**config.mk**
```make
export PLATFORM = sky130hd
export DESIGN_NAME = rfe_restore_seq
export DESIGN_NICKNAME = d
export VERILOG_FILES = /design/src/rtl/rfe_pkg.sv /design/src/rtl/rfe_depth_check.sv /design/src/rtl/rfe_trap_check.sv /design/src/rtl/rfe_addr_gen.sv /design/src/rtl/rfe_seq_ctrl.sv /design/src/rtl/rfe_restore_seq.sv
export SDC_FILE = /design/constraint.sdc
export NUM_CORES = 1
export LEC_CHECK = 0
export BUFFER_PORTS_ARGS = -buffer_cell sky130_fd_sc_hd__buf_2
export CAP_MARGIN = 25
export CORE_MARGIN = 5
export CORE_UTILIZATION = 44
export DETAILED_ROUTE_END_ITERATION = 8
export GPL_TIMING_DRIVEN = 0
export PLACE_DENSITY = 0.77
export SETUP_SLACK_MARGIN = 0.02
export SLEW_MARGIN = 20
export SYNTH_ARGS = -nofsm -noshare
export SYNTH_HDL_FRONTEND = slang
export SYNTH_SLANG_ARGS = --single-unit
```
**constraint.sdc**
```tcl
create_clock -name clk -period 7.13 [get_ports clk]
set_clock_uncertainty 0.15 [all_clocks]
set_input_delay 1.0695 -clock clk [delete_from_list [all_inputs] [get_ports clk]]
set_output_delay 1.0695 -clock clk [all_outputs]
set_load 0.02 [all_outputs]
```
**src/rtl/rfe_pkg.sv**
```systemverilog
package rfe_pkg;
  localparam int WORD_W    = 32;
  localparam int CTX_WORDS = 16;
  localparam int SLOT_W    = $clog2(CTX_WORDS);
  localparam int DEPTH_W   = 7;

  // link word layout
  localparam int LNK_OFF_LSB = 0;
  localparam int LNK_OFF_W   = 16;
  localparam int LNK_SEG_LSB = 16;
  localparam int LNK_SEG_W   = 4;
  localparam int LNK_PTR_W   = 20;
  localparam int LNK_UPPER   = 20;
  localparam int LNK_PIE     = 21;
  localparam int LNK_PPRI_LSB = 24;
  localparam int PRI_W       = 8;

  // status word layout
  localparam int ST_DEPTH_LSB = 0;
  localparam int ST_DEPTH_EN  = 7;

  // interrupt control layout
  localparam int ICR_PRI_LSB = 0;
  localparam int ICR_IE      = 8;

  typedef enum logic [1:0] {
    TRAP_NONE  = 2'd0,
    TRAP_UNDER = 2'd1,
    TRAP_TYPE  = 2'd2,
    TRAP_NEST  = 2'd3
  } trap_e;

  typedef enum logic [1:0] {
    ST_IDLE  = 2'd0,
    ST_READ  = 2'd1,
    ST_WRITE = 2'd2
  } seq_state_e;
endpackage

```
**src/rtl/rfe_depth_check.sv**
```systemverilog
module rfe_depth_check
  import rfe_pkg::*;
#(
  parameter int FIELD_W = DEPTH_W
) (
  input  logic [FIELD_W-1:0] field,
  output logic               is_zero
);
  localparam int CNT_W = $clog2(FIELD_W + 1);

  logic [CNT_W-1:0]   lead_ones;
  logic [FIELD_W-1:0] mask;
  logic               run;

  always_comb begin
    lead_ones = '0;
    run       = 1'b1;
    for (int i = FIELD_W - 1; i >= 0; i--) begin
      if (run && field[i]) lead_ones = lead_ones + 1'b1;
      else                 run = 1'b0;
    end
  end

  always_comb begin
    mask    = '0;
    is_zero = 1'b1;
    if (int'(lead_ones) < FIELD_W - 1) begin
      for (int b = 0; b < FIELD_W - 1; b++) begin
        mask[b] = (b < (FIELD_W - 1 - int'(lead_ones)));
      end
      is_zero = ((field & mask) == '0);
    end
  end
endmodule

```
**src/rtl/rfe_trap_check.sv**
```systemverilog
module rfe_trap_check
  import rfe_pkg::*;
#(
  parameter int W = WORD_W
) (
  input  logic [W-1:0] link,
  input  logic [W-1:0] status,
  output trap_e        trap
);
  logic depth_zero;

  rfe_depth_check #(.FIELD_W(DEPTH_W)) u_depth (
    .field   (status[ST_DEPTH_LSB +: DEPTH_W]),
    .is_zero (depth_zero)
  );

  always_comb begin
    if (link[LNK_PTR_W-1:0] == '0)                     trap = TRAP_UNDER;
    else if (!link[LNK_UPPER])                         trap = TRAP_TYPE;
    else if (status[ST_DEPTH_EN] && !depth_zero)       trap = TRAP_NEST;
    else                                               trap = TRAP_NONE;
  end
endmodule

```
**src/rtl/rfe_addr_gen.sv**
```systemverilog
module rfe_addr_gen
  import rfe_pkg::*;
#(
  parameter int W     = WORD_W,
  parameter int SLOTS = CTX_WORDS
) (
  input  logic [W-1:0]             link,
  input  logic [$clog2(SLOTS)-1:0] slot,
  output logic [W-1:0]             base,
  output logic [W-1:0]             slot_addr
);
  localparam int SW    = $clog2(SLOTS);
  localparam int GAP   = W - LNK_SEG_W - LNK_OFF_W - 6;

  assign base = {link[LNK_SEG_LSB +: LNK_SEG_W], {GAP{1'b0}},
                 link[LNK_OFF_LSB +: LNK_OFF_W], 6'b0};
  assign slot_addr = {base[W-1:SW+2], slot, 2'b00};
endmodule

```
**src/rtl/rfe_seq_ctrl.sv**
```systemverilog
module rfe_seq_ctrl
  import rfe_pkg::*;
#(
  parameter int W     = WORD_W,
  parameter int SLOTS = CTX_WORDS
) (
  input  logic                     clk,
  input  logic                     rst_n,
  input  logic                     start,
  input  trap_e                    trap_in,
  input  logic [W-1:0]             link_in,
  input  logic [W-1:0]             icr_in,
  input  logic [W-1:0]             fcx_in,
  input  logic [W-1:0]             base,
  input  logic [W-1:0]             slot_addr,
  output logic [$clog2(SLOTS)-1:0] slot,
  output logic [W-1:0]             link_q_o,
  output logic                     busy,
  output logic                     done,
  output logic                     trap_valid,
  output logic [1:0]               trap_code,
  output logic                     mem_req,
  output logic                     mem_we,
  output logic [W-1:0]             mem_addr,
  output logic [W-1:0]             mem_wdata,
  input  logic [W-1:0]             mem_rdata,
  input  logic                     mem_ready,
  output logic [W-1:0]             link_out,
  output logic [W-1:0]             status_out,
  output logic [W-1:0]             icr_out,
  output logic [W-1:0]             fcx_out,
  output logic                     ctx_wr_en,
  output logic [$clog2(SLOTS)-1:0] ctx_wr_idx,
  output logic [W-1:0]             ctx_wr_data
);
  localparam int SW = $clog2(SLOTS);
  localparam logic [SW-1:0] LAST = SW'(SLOTS - 1);

  seq_state_e  state_q, state_d;
  logic [SW-1:0] slot_q, slot_d;
  logic [W-1:0]  link_q, link_d, fcx_q, fcx_d, new_link_q, new_link_d;
  logic [W-1:0]  status_q, status_d, icr_q, icr_d, fcx_o_q, fcx_o_d, link_o_q, link_o_d;
  logic          done_q, done_d, tv_q, tv_d;
  logic [1:0]    tc_q, tc_d;
  logic          accept, take;

  assign take   = start && (state_q == ST_IDLE);
  assign accept = mem_req && mem_ready;

  always_comb begin
    state_d    = state_q;
    slot_d     = slot_q;
    link_d     = link_q;
    fcx_d      = fcx_q;
    new_link_d = new_link_q;
    status_d   = status_q;
    icr_d      = icr_q;
    fcx_o_d    = fcx_o_q;
    link_o_d   = link_o_q;
    done_d     = 1'b0;
    tv_d       = 1'b0;
    tc_d       = 2'd0;
    unique case (state_q)
      ST_IDLE: begin
        if (take) begin
          if (trap_in != TRAP_NONE) begin
            tv_d = 1'b1;
            tc_d = trap_in;
          end else begin
            state_d = ST_READ;
            slot_d  = '0;
            link_d  = link_in;
            fcx_d   = fcx_in;
            icr_d   = icr_in;
            icr_d[ICR_IE] = link_in[LNK_PIE];
            icr_d[ICR_PRI_LSB +: PRI_W] = link_in[LNK_PPRI_LSB +: PRI_W];
          end
        end
      end
      ST_READ: begin
        if (accept) begin
          if (slot_q == '0)        new_link_d = mem_rdata;
          if (slot_q == SW'(1))    status_d   = mem_rdata;
          if (slot_q == LAST) begin
            state_d = ST_WRITE;
            slot_d  = '0;
          end else begin
            slot_d = slot_q + 1'b1;
          end
        end
      end
      ST_WRITE: begin
        if (accept) begin
          state_d  = ST_IDLE;
          done_d   = 1'b1;
          fcx_o_d  = {fcx_q[W-1:LNK_PTR_W], link_q[LNK_PTR_W-1:0]};
          link_o_d = new_link_q;
        end
      end
      default: state_d = ST_IDLE;
    endcase
  end

  always_ff @(posedge clk or negedge rst_n) begin
    if (!rst_n) begin
      state_q    <= ST_IDLE;
      slot_q     <= '0;
      link_q     <= '0;
      fcx_q      <= '0;
      new_link_q <= '0;
      status_q   <= '0;
      icr_q      <= '0;
      fcx_o_q    <= '0;
      link_o_q   <= '0;
      done_q     <= 1'b0;
      tv_q       <= 1'b0;
      tc_q       <= 2'd0;
    end else begin
      state_q    <= state_d;
      slot_q     <= slot_d;
      link_q     <= link_d;
      fcx_q      <= fcx_d;
      new_link_q <= new_link_d;
      status_q   <= status_d;
      icr_q      <= icr_d;
      fcx_o_q    <= fcx_o_d;
      link_o_q   <= link_o_d;
      done_q     <= done_d;
      tv_q       <= tv_d;
      tc_q       <= tc_d;
    end
  end

  assign slot        = slot_q;
  assign link_q_o    = link_q;
  assign busy        = (state_q != ST_IDLE);
  assign done        = done_q;
  assign trap_valid  = tv_q;
  assign trap_code   = tc_q;
  assign mem_req     = (state_q == ST_READ) || (state_q == ST_WRITE);
  assign mem_we      = (state_q == ST_WRITE);
  assign mem_addr    = (state_q == ST_WRITE) ? base : slot_addr;
  assign mem_wdata   = (state_q == ST_WRITE) ? fcx_q : '0;
  assign link_out    = link_o_q;
  assign status_out  = status_q;
  assign icr_out     = icr_q;
  assign fcx_out     = fcx_o_q;
  assign ctx_wr_en   = (state_q == ST_READ) && mem_ready;
  assign ctx_wr_idx  = slot_q;
  assign ctx_wr_data = (state_q == ST_READ) ? mem_rdata : '0;

  assert_trap_no_access_R1: assert property (@(posedge clk) disable iff (!rst_n)
    trap_valid |-> (!mem_req && !done));

  assert_trap_code_set_R5: assert property (@(posedge clk) disable iff (!rst_n)
    trap_valid |-> (trap_code != 2'd0));

  assert_req_held_R11: assert property (@(posedge clk) disable iff (!rst_n)
    (mem_req && !mem_ready) |=> (mem_req && $stable(mem_addr) && $stable(mem_we)));

  assert_addr_shape_R7: assert property (@(posedge clk) disable iff (!rst_n)
    mem_req |-> (mem_addr[27:22] == 6'd0 && mem_addr[1:0] == 2'd0));

  assert_done_after_write_R9: assert property (@(posedge clk) disable iff (!rst_n)
    done |-> $past(mem_req && mem_we && mem_ready));

  assert_done_pulse_R12: assert property (@(posedge clk) disable iff (!rst_n)
    done |=> !done);
endmodule

```
**src/rtl/rfe_restore_seq.sv**
```systemverilog
module rfe_restore_seq
  import rfe_pkg::*;
(
  input  logic        clk,
  input  logic        rst_n,
  input  logic        start,
  input  logic [31:0] link_in,
  input  logic [31:0] status_in,
  input  logic [31:0] icr_in,
  input  logic [31:0] fcx_in,
  output logic        busy,
  output logic        done,
  output logic        trap_valid,
  output logic [1:0]  trap_code,
  output logic        mem_req,
  output logic        mem_we,
  output logic [31:0] mem_addr,
  output logic [31:0] mem_wdata,
  input  logic [31:0] mem_rdata,
  input  logic        mem_ready,
  output logic [31:0] link_out,
  output logic [31:0] status_out,
  output logic [31:0] icr_out,
  output logic [31:0] fcx_out,
  output logic        ctx_wr_en,
  output logic [3:0]  ctx_wr_idx,
  output logic [31:0] ctx_wr_data
);
  logic [1:0]        rst_sync_q;
  logic              rst_int_n;
  trap_e             trap;
  logic [SLOT_W-1:0] slot;
  logic [WORD_W-1:0] link_q, base, slot_addr;

  always_ff @(posedge clk or negedge rst_n) begin
    if (!rst_n) rst_sync_q <= 2'b00;
    else        rst_sync_q <= {rst_sync_q[0], 1'b1};
  end
  assign rst_int_n = rst_sync_q[1];

  rfe_trap_check #(.W(WORD_W)) u_check (
    .link   (link_in),
    .status (status_in),
    .trap   (trap)
  );

  rfe_addr_gen #(.W(WORD_W), .SLOTS(CTX_WORDS)) u_addr (
    .link      (link_q),
    .slot      (slot),
    .base      (base),
    .slot_addr (slot_addr)
  );

  rfe_seq_ctrl #(.W(WORD_W), .SLOTS(CTX_WORDS)) u_ctrl (
    .clk         (clk),
    .rst_n       (rst_int_n),
    .start       (start),
    .trap_in     (trap),
    .link_in     (link_in),
    .icr_in      (icr_in),
    .fcx_in      (fcx_in),
    .base        (base),
    .slot_addr   (slot_addr),
    .slot        (slot),
    .link_q_o    (link_q),
    .busy        (busy),
    .done        (done),
    .trap_valid  (trap_valid),
    .trap_code   (trap_code),
    .mem_req     (mem_req),
    .mem_we      (mem_we),
    .mem_addr    (mem_addr),
    .mem_wdata   (mem_wdata),
    .mem_rdata   (mem_rdata),
    .mem_ready   (mem_ready),
    .link_out    (link_out),
    .status_out  (status_out),
    .icr_out     (icr_out),
    .fcx_out     (fcx_out),
    .ctx_wr_en   (ctx_wr_en),
    .ctx_wr_idx  (ctx_wr_idx),
    .ctx_wr_data (ctx_wr_data)
  );
endmodule

```
[Word level (Yosys, flattened, before mapping)]
Index checks and enable logic that the tools add are counted.
Storage, ports and cells
  register bits: 224
  bits in latches: 0
  bits in writable memories: 0
  ROM bits: 0
  bits of input ports: 164
  output and inout bits: 236
  logic and storage cells: 103
  memories: 0
Operators by class
  add/subtract/negate cells: 8
  multiply operators: 0
  divide/modulo/power cells: 0
  order comparisons: 7
  equality and inequality tests: 9
  shift operators: 0
  multiplexer cells: 39
  bitwise gates (word level): 2
  reductions and logical operators: 25
Operator list (count)
  $mux 32: 2
  $mux 2: 11
  $logic_not 20->1: 1
  $add 3x1->3 const B: 6
  $mux 3: 6
  $mux 4: 4
  $mux 1: 13
  $logic_and 1x1->1: 10
  $reduce_and 3->1: 3
  $lt 3x4->1 const A: 2
  $lt 4x4->1 const A: 2
  $ne 2x1->1 const B: 4
  $pmux 4 s2: 1
  $and 7x6->7: 1
  $logic_not 7->1: 1
  $mux 6: 1
  $pmux 2 s3: 1
  $reduce_bool 2->1: 3
  $reduce_and 5->1: 1
  $add 4x1->4 const B: 1
  $eq 4x1->1 const B: 1
  $eq 4x4->1 const B: 1
  $logic_not 4->1: 1
  $lt 1x4->1 const A: 1
  12 further kinds: 12

[Logic depth before layout (Yosys ltp)]
Gate-level depths: netlist of the first run.
  word-level depth: 27
  gate-level depth with buffers: 21
  gate-level depth less buffers: 18

[Modules after synthesis]
Synthesis of the first run repeated with hierarchy kept, for this count alone.
Second synthesis, totals
  cell total of the unflattened synthesis: 763
  area, all modules: 10421.2 um^2
By module, submodules not included
  rfe_seq_ctrl: instances 1, cells each 640, area an instance 9522.9 um^2, sequential area each 5630.4 um^2
  rfe_addr_gen: instances 1, cells each 65, area an instance 484.2 um^2, sequential area each 0.0 um^2
  rfe_depth_check: instances 1, cells each 44, area an instance 295.3 um^2, sequential area each 0.0 um^2
  rfe_trap_check: instances 1, cells each 11, area an instance 65.1 um^2, sequential area each 0.0 um^2
  rfe_restore_seq: instances 1, cells each 3, area an instance 53.8 um^2, sequential area each 50.0 um^2

[Worst setup path after synthesis of the first run]
Ideal clock, no wire load.
  path kind: in2reg
  from: input port status_in[6]
  to: register u_ctrl.fcx_q[26]
  setup time: 0.125 ns
  data arrival time: 4.991 ns
  required time: 6.855 ns
  setup slack: 1.863 ns
  cell stages on the path: 20
  buffers on the path: 3
  cells stage by stage: nand2_1 inv_1 ha_1 nand2_1 a31oi_1 ha_1 mux2_2 ha_1 mux2_2 mux2_4 ha_1 inv_1 a211oi_1 nor2_1 o221ai_2 or4b_1 buf_2 buf_6 buf_6 mux2_4
On the way
  word-level cells in the longest chain between the ends: 26
  elaborated cells on any way between the ends: 44
  classes of those cells: add/sub: 7; order compare: 7; mux: 17; bitwise: 2; reduce/logical: 11
RTL lines
  start, declared: RTL line rfe_restore_seq.sv:8  | input logic [31:0] status_in,
  $mux 1: RTL line rfe_depth_check.sv:19  | if (run && field[i]) lead_ones = lead_ones + 1'b1;
  $add 3x1->3 / $logic_and 1x1->1 (equally long branches): RTL line rfe_depth_check.sv:19
  $mux 3 / $mux 1 (equally long branches): RTL line rfe_depth_check.sv:19
  $add 3x1->3 / $logic_and 1x1->1 (equally long branches): RTL line rfe_depth_check.sv:19
  $mux 3 / $mux 1 (equally long branches): RTL line rfe_depth_check.sv:19
  $add 3x1->3 / $logic_and 1x1->1 (equally long branches): RTL line rfe_depth_check.sv:19
  $mux 3 / $mux 1 (equally long branches): RTL line rfe_depth_check.sv:19
  $add 3x1->3 / $logic_and 1x1->1 (equally long branches): RTL line rfe_depth_check.sv:19
  (+10 left out)
  $logic_not 1->1 *: RTL line rfe_trap_check.sv:20  | else if (status[ST_DEPTH_EN] && !depth_zero) trap = TRAP_NEST;
  $logic_and 1x1->1 *: RTL line rfe_trap_check.sv:20
  $mux 2 *: RTL line rfe_trap_check.sv:20
  $mux 2 *: RTL line rfe_trap_check.sv:19  | else if (!link[LNK_UPPER]) trap = TRAP_TYPE;
  $mux 2 *: RTL line rfe_trap_check.sv:18  | if (link[LNK_PTR_W-1:0] == '0) trap = TRAP_UNDER;
  $reduce_bool 2->1 *: RTL line rfe_seq_ctrl.sv:66  | if (trap_in != TRAP_NONE) begin
  $not 1->1 (no line) *
  $reduce_and 3->1 (no line) *
  end signal, assigned: RTL line rfe_seq_ctrl.sv:109  | fcx_q <= '0;
  end signal, assigned: RTL line rfe_seq_ctrl.sv:122  | fcx_q <= fcx_d;
  end, declared: RTL line rfe_seq_ctrl.sv:41  | logic [W-1:0] link_q, link_d, fcx_q, fcx_d, new_link_q, new_link_d;
Mark *: on every way between the ends. The rest lies on a longest branch, timed or not.
A chain may end at the register's enable or synchronous reset.

[Worst setup path after layout of the first run]
  from: input port status_in[5]
  to: register u_ctrl.icr_q[0] (netlist: u_ctrl.icr_out[0])
On the way
  word-level cells in the longest chain between the ends: 25
  elaborated cells on any way between the ends: 41
  classes of those cells: add/sub: 6; order compare: 7; mux: 15; bitwise: 2; reduce/logical: 11
RTL lines
  $logic_and 1x1->1: RTL line rfe_depth_check.sv:19
  $mux 3 / $mux 1 (equally long branches): RTL line rfe_depth_check.sv:19
  $add 3x1->3 / $logic_and 1x1->1 (equally long branches): RTL line rfe_depth_check.sv:19
  $mux 3 / $mux 1 (equally long branches): RTL line rfe_depth_check.sv:19
  $add 3x1->3 / $logic_and 1x1->1 (equally long branches): RTL line rfe_depth_check.sv:19
  $mux 3 / $mux 1 (equally long branches): RTL line rfe_depth_check.sv:19
  $add 3x1->3 / $logic_and 1x1->1 (equally long branches): RTL line rfe_depth_check.sv:19
  $mux 3 / $mux 1 (equally long branches): RTL line rfe_depth_check.sv:19
  (+9 left out)
  $logic_not 1->1 *: RTL line rfe_trap_check.sv:20
  $logic_and 1x1->1 *: RTL line rfe_trap_check.sv:20
  $mux 2 *: RTL line rfe_trap_check.sv:20
  $mux 2 *: RTL line rfe_trap_check.sv:19
  $mux 2 *: RTL line rfe_trap_check.sv:18
  $reduce_bool 2->1 *: RTL line rfe_seq_ctrl.sv:66
  $not 1->1 (no line) *
  $reduce_and 3->1 (no line) *
  end signal, assigned: RTL line rfe_seq_ctrl.sv:125  | icr_q <= icr_d;
  end, declared: RTL line rfe_seq_ctrl.sv:42  | logic [W-1:0] status_q, status_d, icr_q, icr_d, fcx_o_q, fcx_o_d, link_o_q, link_o_d;
Marked as above.

==> results of run 1 <==
worst reg2reg max path, delay by kind of cell, from the launching register on:
kind / cells / cell delay (ps)
multiplexers: 1 / 420
flip-flops: 1 / 370
adder cells (fa/ha/maj): 1 / 370
AND/OR/NAND/NOR: 1 / 160
buffers and inverters: 3 / 880
path summary, 6_finish.rpt:
kind	to	slack, ps	cells past startpoint
setup / recovery	u_ctrl.icr_out[0]	1850	21
hold / removal	u_ctrl.new_link_q[6]	20	0
setup reg to reg	u_ctrl.fcx_out[16]	4660	6
hold reg to reg	u_ctrl.new_link_q[6]	20	0
max in group asynchronous	u_ctrl.icr_out[3]	5950	2
min in group clk	rst_sync_q[1]	200	0
metal layers:
layer,vias to the layer above,GRT usage (%),part of all wire (%)
li1,3057,-,-
met1,3278,23.4,39
met2,252,33.8,50
met3,60,5.25,7.8
met4,2,5.78,3.2
met5,-,0,0.052
power groups by stage:
stage          sequential (mW)  clock, mW  combinational (mW)
5_1_grt                   2.25       1.35                2.52
2_1_floorplan             2.66          0                1.04
4_1_cts                   2.18       1.30                2.40
3_3_place_gp              2.18          0                2.31
6_report                  2.18       1.26                2.35
3_5_place_dp              2.20          0                2.38
cells by family (layout without fill, tap and decap cells):
kind of cell | count (synthesis) | in the layout | synth area share (%)
flops | 224 | 224 | 58.5
mux | 217 | 217 | 27.5
simple gates | 119 | 119 | 7.22
buf+inv | 53 | 457 | 2.91
compound gates | 29 | 29 | 2.23
fa+ha+maj | 11 | 11 | 1.44
other cells | 2 | 9 | 0.0784
xor+xnor | 2 | 2 | 0.183
registers in the layout (all words and copies together), names as in the netlist, 4 cells and up:
signal             count
u_ctrl.ctx_wr_idx      4
u_ctrl.link_q_o       20
u_ctrl.status_out     32
u_ctrl.fcx_out        32
u_ctrl.icr_out        32
u_ctrl.link_out       32
u_ctrl.fcx_q          32
u_ctrl.new_link_q     32
cell usage after synthesis, drive strengths merged, types with 2 or more instances:
| cell | n |
|---|---|
| nand3 | 9 |
| nand3b | 2 |
| a21o | 2 |
| a211oi | 3 |
| conb | 2 |
| mux2 | 217 |
| a31oi | 2 |
| ha | 11 |
| nand2 | 14 |
| nand4 | 2 |
| and2 | 64 |
| a21oi | 7 |
| clkbuf | 8 |
| nor4 | 5 |
| nor3 | 2 |
| a21boi | 2 |
| inv | 15 |
| o21ai | 3 |
| nor2b | 4 |
| dfrtp | 224 |
| and4 | 2 |
| nor2 | 11 |
| a311oi | 2 |
| buf | 30 |
area by class of cell:
type / instances / area (um^2)
fillers: 1747 / 8960
flip-flops and latches: 224 / 5610
multi-input cells: 387 / 3730
repair buffers: 360 / 1890
clock buffers: 37 / 701
well taps: 280 / 350
plain buffers: 38 / 223
clock inverters: 7 / 106
inverters: 15 / 56.3
==> reports/summary.txt, run 1 <==
outcome - completed
first-pass GRT wire length - 38,100 um
Hold WS - 15.5 ps
worst vdd ir - 235 uV
delay of the slowest cell on the worst path - 450 ps
largest cells by area after synthesis - dfrtp_1 (58%), mux2_2 (20%), mux2_4 (7.8%)
grt total ovfl - 0
Die Y - 158 um
Placement Cell Area - 11,900 um^2
cts repair resizes - 0
most frequent cells in the layout - buf_2 (360), dfrtp_1 (223), mux2_2 (167)
DR pass1 iterations - 4
clk slew on worst S/H paths - 60 ps
final RePlAce weighted congestion - 0.798
slowest CP cell - or4b_1
htree depth - 1
Critical Path AT - 5540 ps
Synth cell types - 46
DR vias/cell - 4.93
CTS Buf Count - 25
WL/cell - 18.6 um
Ports - 400
deepest clock path buffer count - 3
reg-to-reg startpoint - u_ctrl.state_q[0]
full die area - 24,800 um^2
Req. time, crit path - 7390 ps
Final Cell Area - 12,700 um^2
clock power share - 21.8%
crit path cell chain - buf_2 -> nand2_1 -> inv_1 -> ha_1 -> nand2_1 -> a31oi_1 -> ha_1 -> mux2_2 -> ha_1 -> mux2_2 -> mux2_4 -> ha_1 -> inv_1 -> a21oi_1 -> nand2b_1 -> o221ai_2 -> or4b_1 -> buf_2 -> buf_6 -> buf_6 -> mux2_4
Slew @ Worst Pin - 733 ps
sum of negative setup slack - 0 ps
largest area contributor in the netlist - dfrtp_1
Max Slew Vio Count - 0
Place WS - 1320 ps
Psw - 2.15 mW
post-CTS setup buffers - 0
prevailing post-synth register cell - dfrtp_1
standard-cell rows - 54
Fmax - 189 MHz
placed cell count - 1,304
mapped cell area - 9580 um^2
PnR worst setup slack - 1850 ps
CP Launch Point - status_in[5]
Final Cycle Share - 74.1%
clock latency on the worst-skew pair - 530 ps
Slew headroom - 51.2%
Worst setup SP type - primary input
Hold WC Path Type - flip-flop to async pin
path type of the worst setup path - primary input to flip-flop
synth-to-layout area growth - 32.1%
vias in the first global route - 6,966
RSZ-0062 raised after global routing - no
Pint - 3.65 mW
initial antenna violation count - 1
Crit Path Max Fanout - 10
combinational share of power - 40.6%
register share of total power - 37.6%
most frequent cell on the critical path - ha_1
IO buf count - 356
final core utilization - 58.6%
pwr/cell area - 458 nW/um^2
gr usage total - 19.3%
total power - 5.80 mW
CTS tree - yes
Crit path buffers/inverters - 6
Setup violations, final - 0
Syn Inst Count - 657
Root Buffer - clkbuf_16
critical path endpoint category - flip-flop
Post-synth EDFFs - 0
drt total wl - 25,100 um
Mapped Avg Cell Area - 14.6 um^2
Die Span X - 158 um
Yosys reg bits - 224
post-synthesis sequential area ratio - 58.5%
top-area cell type share of the netlist area - 58.5%
ANT nets after route - 0
Hold-fix buffers, CTS - 0
max_cap viols - 0
initial drt markers - 193
CP delay by family, top - adder cells
leading cell type in the layout, fill and taps excluded - buf_2
remaining routing DRC violations - 0
Vias - 6,649
Pleak - 6.79 nW
Final min period - 5280 ps
Initial Util - 44.3%
largest net degree at the start of global routing - 59
Nets - 1,226
async set or reset register ratio after synthesis - 100%
Final Hold Viols - 0
final std cells w/o fill - 1,348
ANT cells - 0
Final HPWL DP - 19,200 um
Core Region - 21,600 um^2
Net Sw Frac - 37.1%
share of post-route cells with drive strength above 1 - 59.6%
Clock Sinks - 224
number of warnings issued by yosys - 0
Note: power is estimated with default switching activity, not from simulation.
==> run 2, diff against run 1 <==
--- a/config.mk
+++ b/config.mk
@@ -5,6 +5,7 @@
 export SDC_FILE = /design/constraint.sdc
 export NUM_CORES = 1
 export LEC_CHECK = 0
+export ABC_AREA = 1
 export BUFFER_PORTS_ARGS = -buffer_cell sky130_fd_sc_hd__buf_2
 export CAP_MARGIN = 25
 export CORE_MARGIN = 5
==> constraint.sdc (replaced) <==
create_clock -name clk -period 4.4 [get_ports clk]
set_clock_uncertainty 0.15 [all_clocks]
set_input_delay 0.66 -clock clk [delete_from_list [all_inputs] [get_ports clk]]
set_output_delay 0.66 -clock clk [all_outputs]
set_load 0.02 [all_outputs]
==> run 2 against run 1 <==
Compared with the run above:
- routed wire length is 15% higher
- utilization down 0.18 points
- power increased by 59%
- combinational power up 60%
- final cell count rose by 36%
- register-to-register slack got worse by 2900 ps
- synthesized cell count up 73%
- sequential cell count stayed put
- non-clock buffer count is 27 higher
- sequential power up 59%
- first-iteration DRC count increased to 3.5 times the previous value
- design area unchanged
- critical endpoint is now u_ctrl.icr_out[27]
- largest cell class unchanged
==> reports/summary.txt, run 2 <==
count leader, synth - nand2_1
final RePlAce weighted congestion - 0.889 (+11%)
full die area - 24,900 um^2 (+0.24%)
htree depth - 1 (unchanged)
Crit path buffers/inverters - 6 (unchanged)
Slew @ Worst Pin - 781 ps (+48.2 ps)
Syn Inst Count - 1,137 (+73%)
mapped cell area - 9610 um^2 (+0.26%)
Req. time, crit path - 4690 ps (-2700 ps)
Setup violations, final - 0 (unchanged)
IO buf count - 356 (unchanged)
largest cells by area after synthesis - dfrtp_1 (58%), nand2_1 (17%), o21ai_0 (9.4%)
slowest CP cell - ha_1
pwr/cell area - 726 nW/um^2 (+59%)
Final min period - 4060 ps
deepest clock path buffer count - 3 (unchanged)
path type of the worst setup path - primary input to flip-flop
Final Hold Viols - 0 (unchanged)
largest net degree at the start of global routing - 56 (-5.1%)
Root Buffer - clkbuf_16
most frequent cells in the layout - nand2_1 (428), buf_2 (361), dfrtp_1 (223)
DR pass1 iterations - 5 (+1)
number of warnings issued by yosys - 0 (unchanged)
top-area cell type share of the netlist area - 58.3% (-0.15 points)
Ports - 400 (unchanged)
async set or reset register ratio after synthesis - 100% (unchanged)
Initial Util - 44.3% (about the same)
max_cap viols - 0 (unchanged)
post-synthesis sequential area ratio - 58.3% (-0.15 points)
initial antenna violation count - 1 (unchanged)
Max Slew Vio Count - 0 (unchanged)
leading cell type in the layout, fill and taps excluded - nand2_1
share of post-route cells with drive strength above 1 - 28.1% (-32 points)
CTS tree - yes
Synth cell types - 30 (-35%)
CP delay by family, top - simple AND/OR/NAND/NOR gates
Vias - 8,929 (+34%)
Crit Path Max Fanout - 10 (unchanged)
clock latency on the worst-skew pair - 500 ps (-30 ps)
CTS Buf Count - 24 (-4.0%)
Fmax - 246 MHz
initial drt markers - 667 (+250%)
Die Y - 158 um (+0.12%)
remaining routing DRC violations - 0 (unchanged)
Core Region - 21,700 um^2 (+0.31%)
prevailing post-synth register cell - dfrtp_1
ANT nets after route - 0 (unchanged)
Nets - 1,706 (+39%)
Post-synth EDFFs - 0 (unchanged)
Slew headroom - 47.9% (-3.2 points)
reg-to-reg startpoint - u_ctrl.state_q[1]
RSZ-0062 raised after global routing - no
Worst setup SP type - primary input
drt total wl - 28,700 um (+15%)
most frequent cell on the critical path - nand2_1
DR vias/cell - 4.88 (-1.0%)
critical path endpoint category - flip-flop
worst vdd ir - 477 uV (+100%)
largest area contributor in the netlist - dfrtp_1
clk slew on worst S/H paths - 60 ps (about the same)
Critical Path AT - 4350 ps (-1190 ps)
Hold WC Path Type - flip-flop to async pin
WL/cell - 15.7 um (-15%)
synth-to-layout area growth - 31.8%
Yosys reg bits - 224 (unchanged)
most frequent cells after synthesis - nand2_1 (428), dfrtp_1 (224), o21ai_0 (181)
vias in the first global route - 8,607 (+24%)
sum of negative setup slack - 0 ps (unchanged)
standard-cell rows - 54 (unchanged)
Final HPWL DP - 21,900 um (+14%)
grt total ovfl - 0 (unchanged)
FILL cells - 1,932 (+11%)
final core utilization - 58.4% (-0.18 points)
Final Cycle Share - 92.3%
first-pass GRT wire length - 44,800 um (+18%)
Pleak - 7.57 nW (+11%)
Mapped Avg Cell Area - 8.45 um^2 (-42%)
Clock Sinks - 224 (unchanged)
gr usage total - 22.4% (+3.1 points)
Die Span X - 158 um (+0.12%)
outcome - completed
CP Launch Point - status_in[6]
delay of the slowest cell on the worst path - 310 ps (-140 ps)
-- run 2: cell count changes after synthesis, sizes merged, moves of 4 or more --
cell    change
nand3      +18
buf         -8
inv       +139
nand2     +425
mux2      -217
o21ai     +178
nor2b       -4
and2       -63
clkbuf     +34
-- run 2: final timing paths --
check / to / cells after the start / slack, ps
min in group clk: rst_sync_q[1] / 0 / 200
max reg2reg: u_ctrl.fcx_out[1] / 6 / 1810
min: u_ctrl.icr_out[26] / 0 / 180
max in group asynchronous: u_ctrl.link_out[1] / 3 / 2730
max: u_ctrl.icr_out[27] / 29 / 340
min reg2reg: u_ctrl.icr_out[26] / 0 / 180
-- run 2: routing by layer --
metal | up-vias | track usage [%] | routed length, um
met1 | 4209 | 30.0 | 11600
met5 | - | 0 | 0
li1 | 4266 | - | -
met3 | 90 | 3.88 | 2250
met4 | 0 | 9.42 | 1300
met2 | 364 | 36.2 | 13600
-- run 2: area by class of cell --
class / count / area (um^2) / share of cell area (%)
diodes: 1 / 2.50 / 0.0198
inverters: 155 / 582 / 4.59
repair buffers: 361 / 1890 / 15.0
clock buffers: 42 / 769 / 6.08
multi-input cells: 701 / 3130 / 24.7
clock inverters: 1 / 5.00 / 0.0395
plain buffers: 64 / 324 / 2.56
flip-flops and latches: 224 / 5610 / 44.3
well taps: 280 / 350 / 2.77
-- run 2: repair_timing --
item,in CTS,in global routing
hold buffers,1,0
setup endpoints to repair,0,20
buffers inserted,0,0
endpoints found under the hold margin,2,0
gates resized for setup,0,4
-- run 2: cell families (layout without fill, tap and decap cells) --
family                   count (synthesis)  after routing  synth area share (%)
flip-flops                             224            224                  58.3
other                                    2             10                0.0782
adder cells (fa/ha/maj)                 11             11                  1.43
AO/OA/AOI/OAI                          189            189                  9.95
AND/OR/NAND/NOR                        492            492                  20.8
buffers and inverters                  219            623                  9.40
-- run 2: stage by stage --
step | cell area (um^2) | power [mW] | hold slack (ps) | worst slack (ps) | cells
floorplan | 9640 | 5.74 | 181 | 543 | 1144
global placement | 11800 | 7.13 | 188 | -727 | 1780
detailed placement | 11900 | 7.26 | 192 | -299 | 1784
CTS | 12700 | 9.26 | 188 | 230 | 1828
global route | 12700 | 9.80 | 188 | 30.6 | 1829
finish | 12700 | 9.19 | 177 | 339 | 1829
-- run 2: power by group --
group | switching [mW] | internal, mW | leakage, nW
Combinational | 2.62 | 1.15 | 4.34
Sequential | 0.496 | 2.98 | 2.85
Clock | 0.779 | 1.17 | 0.380
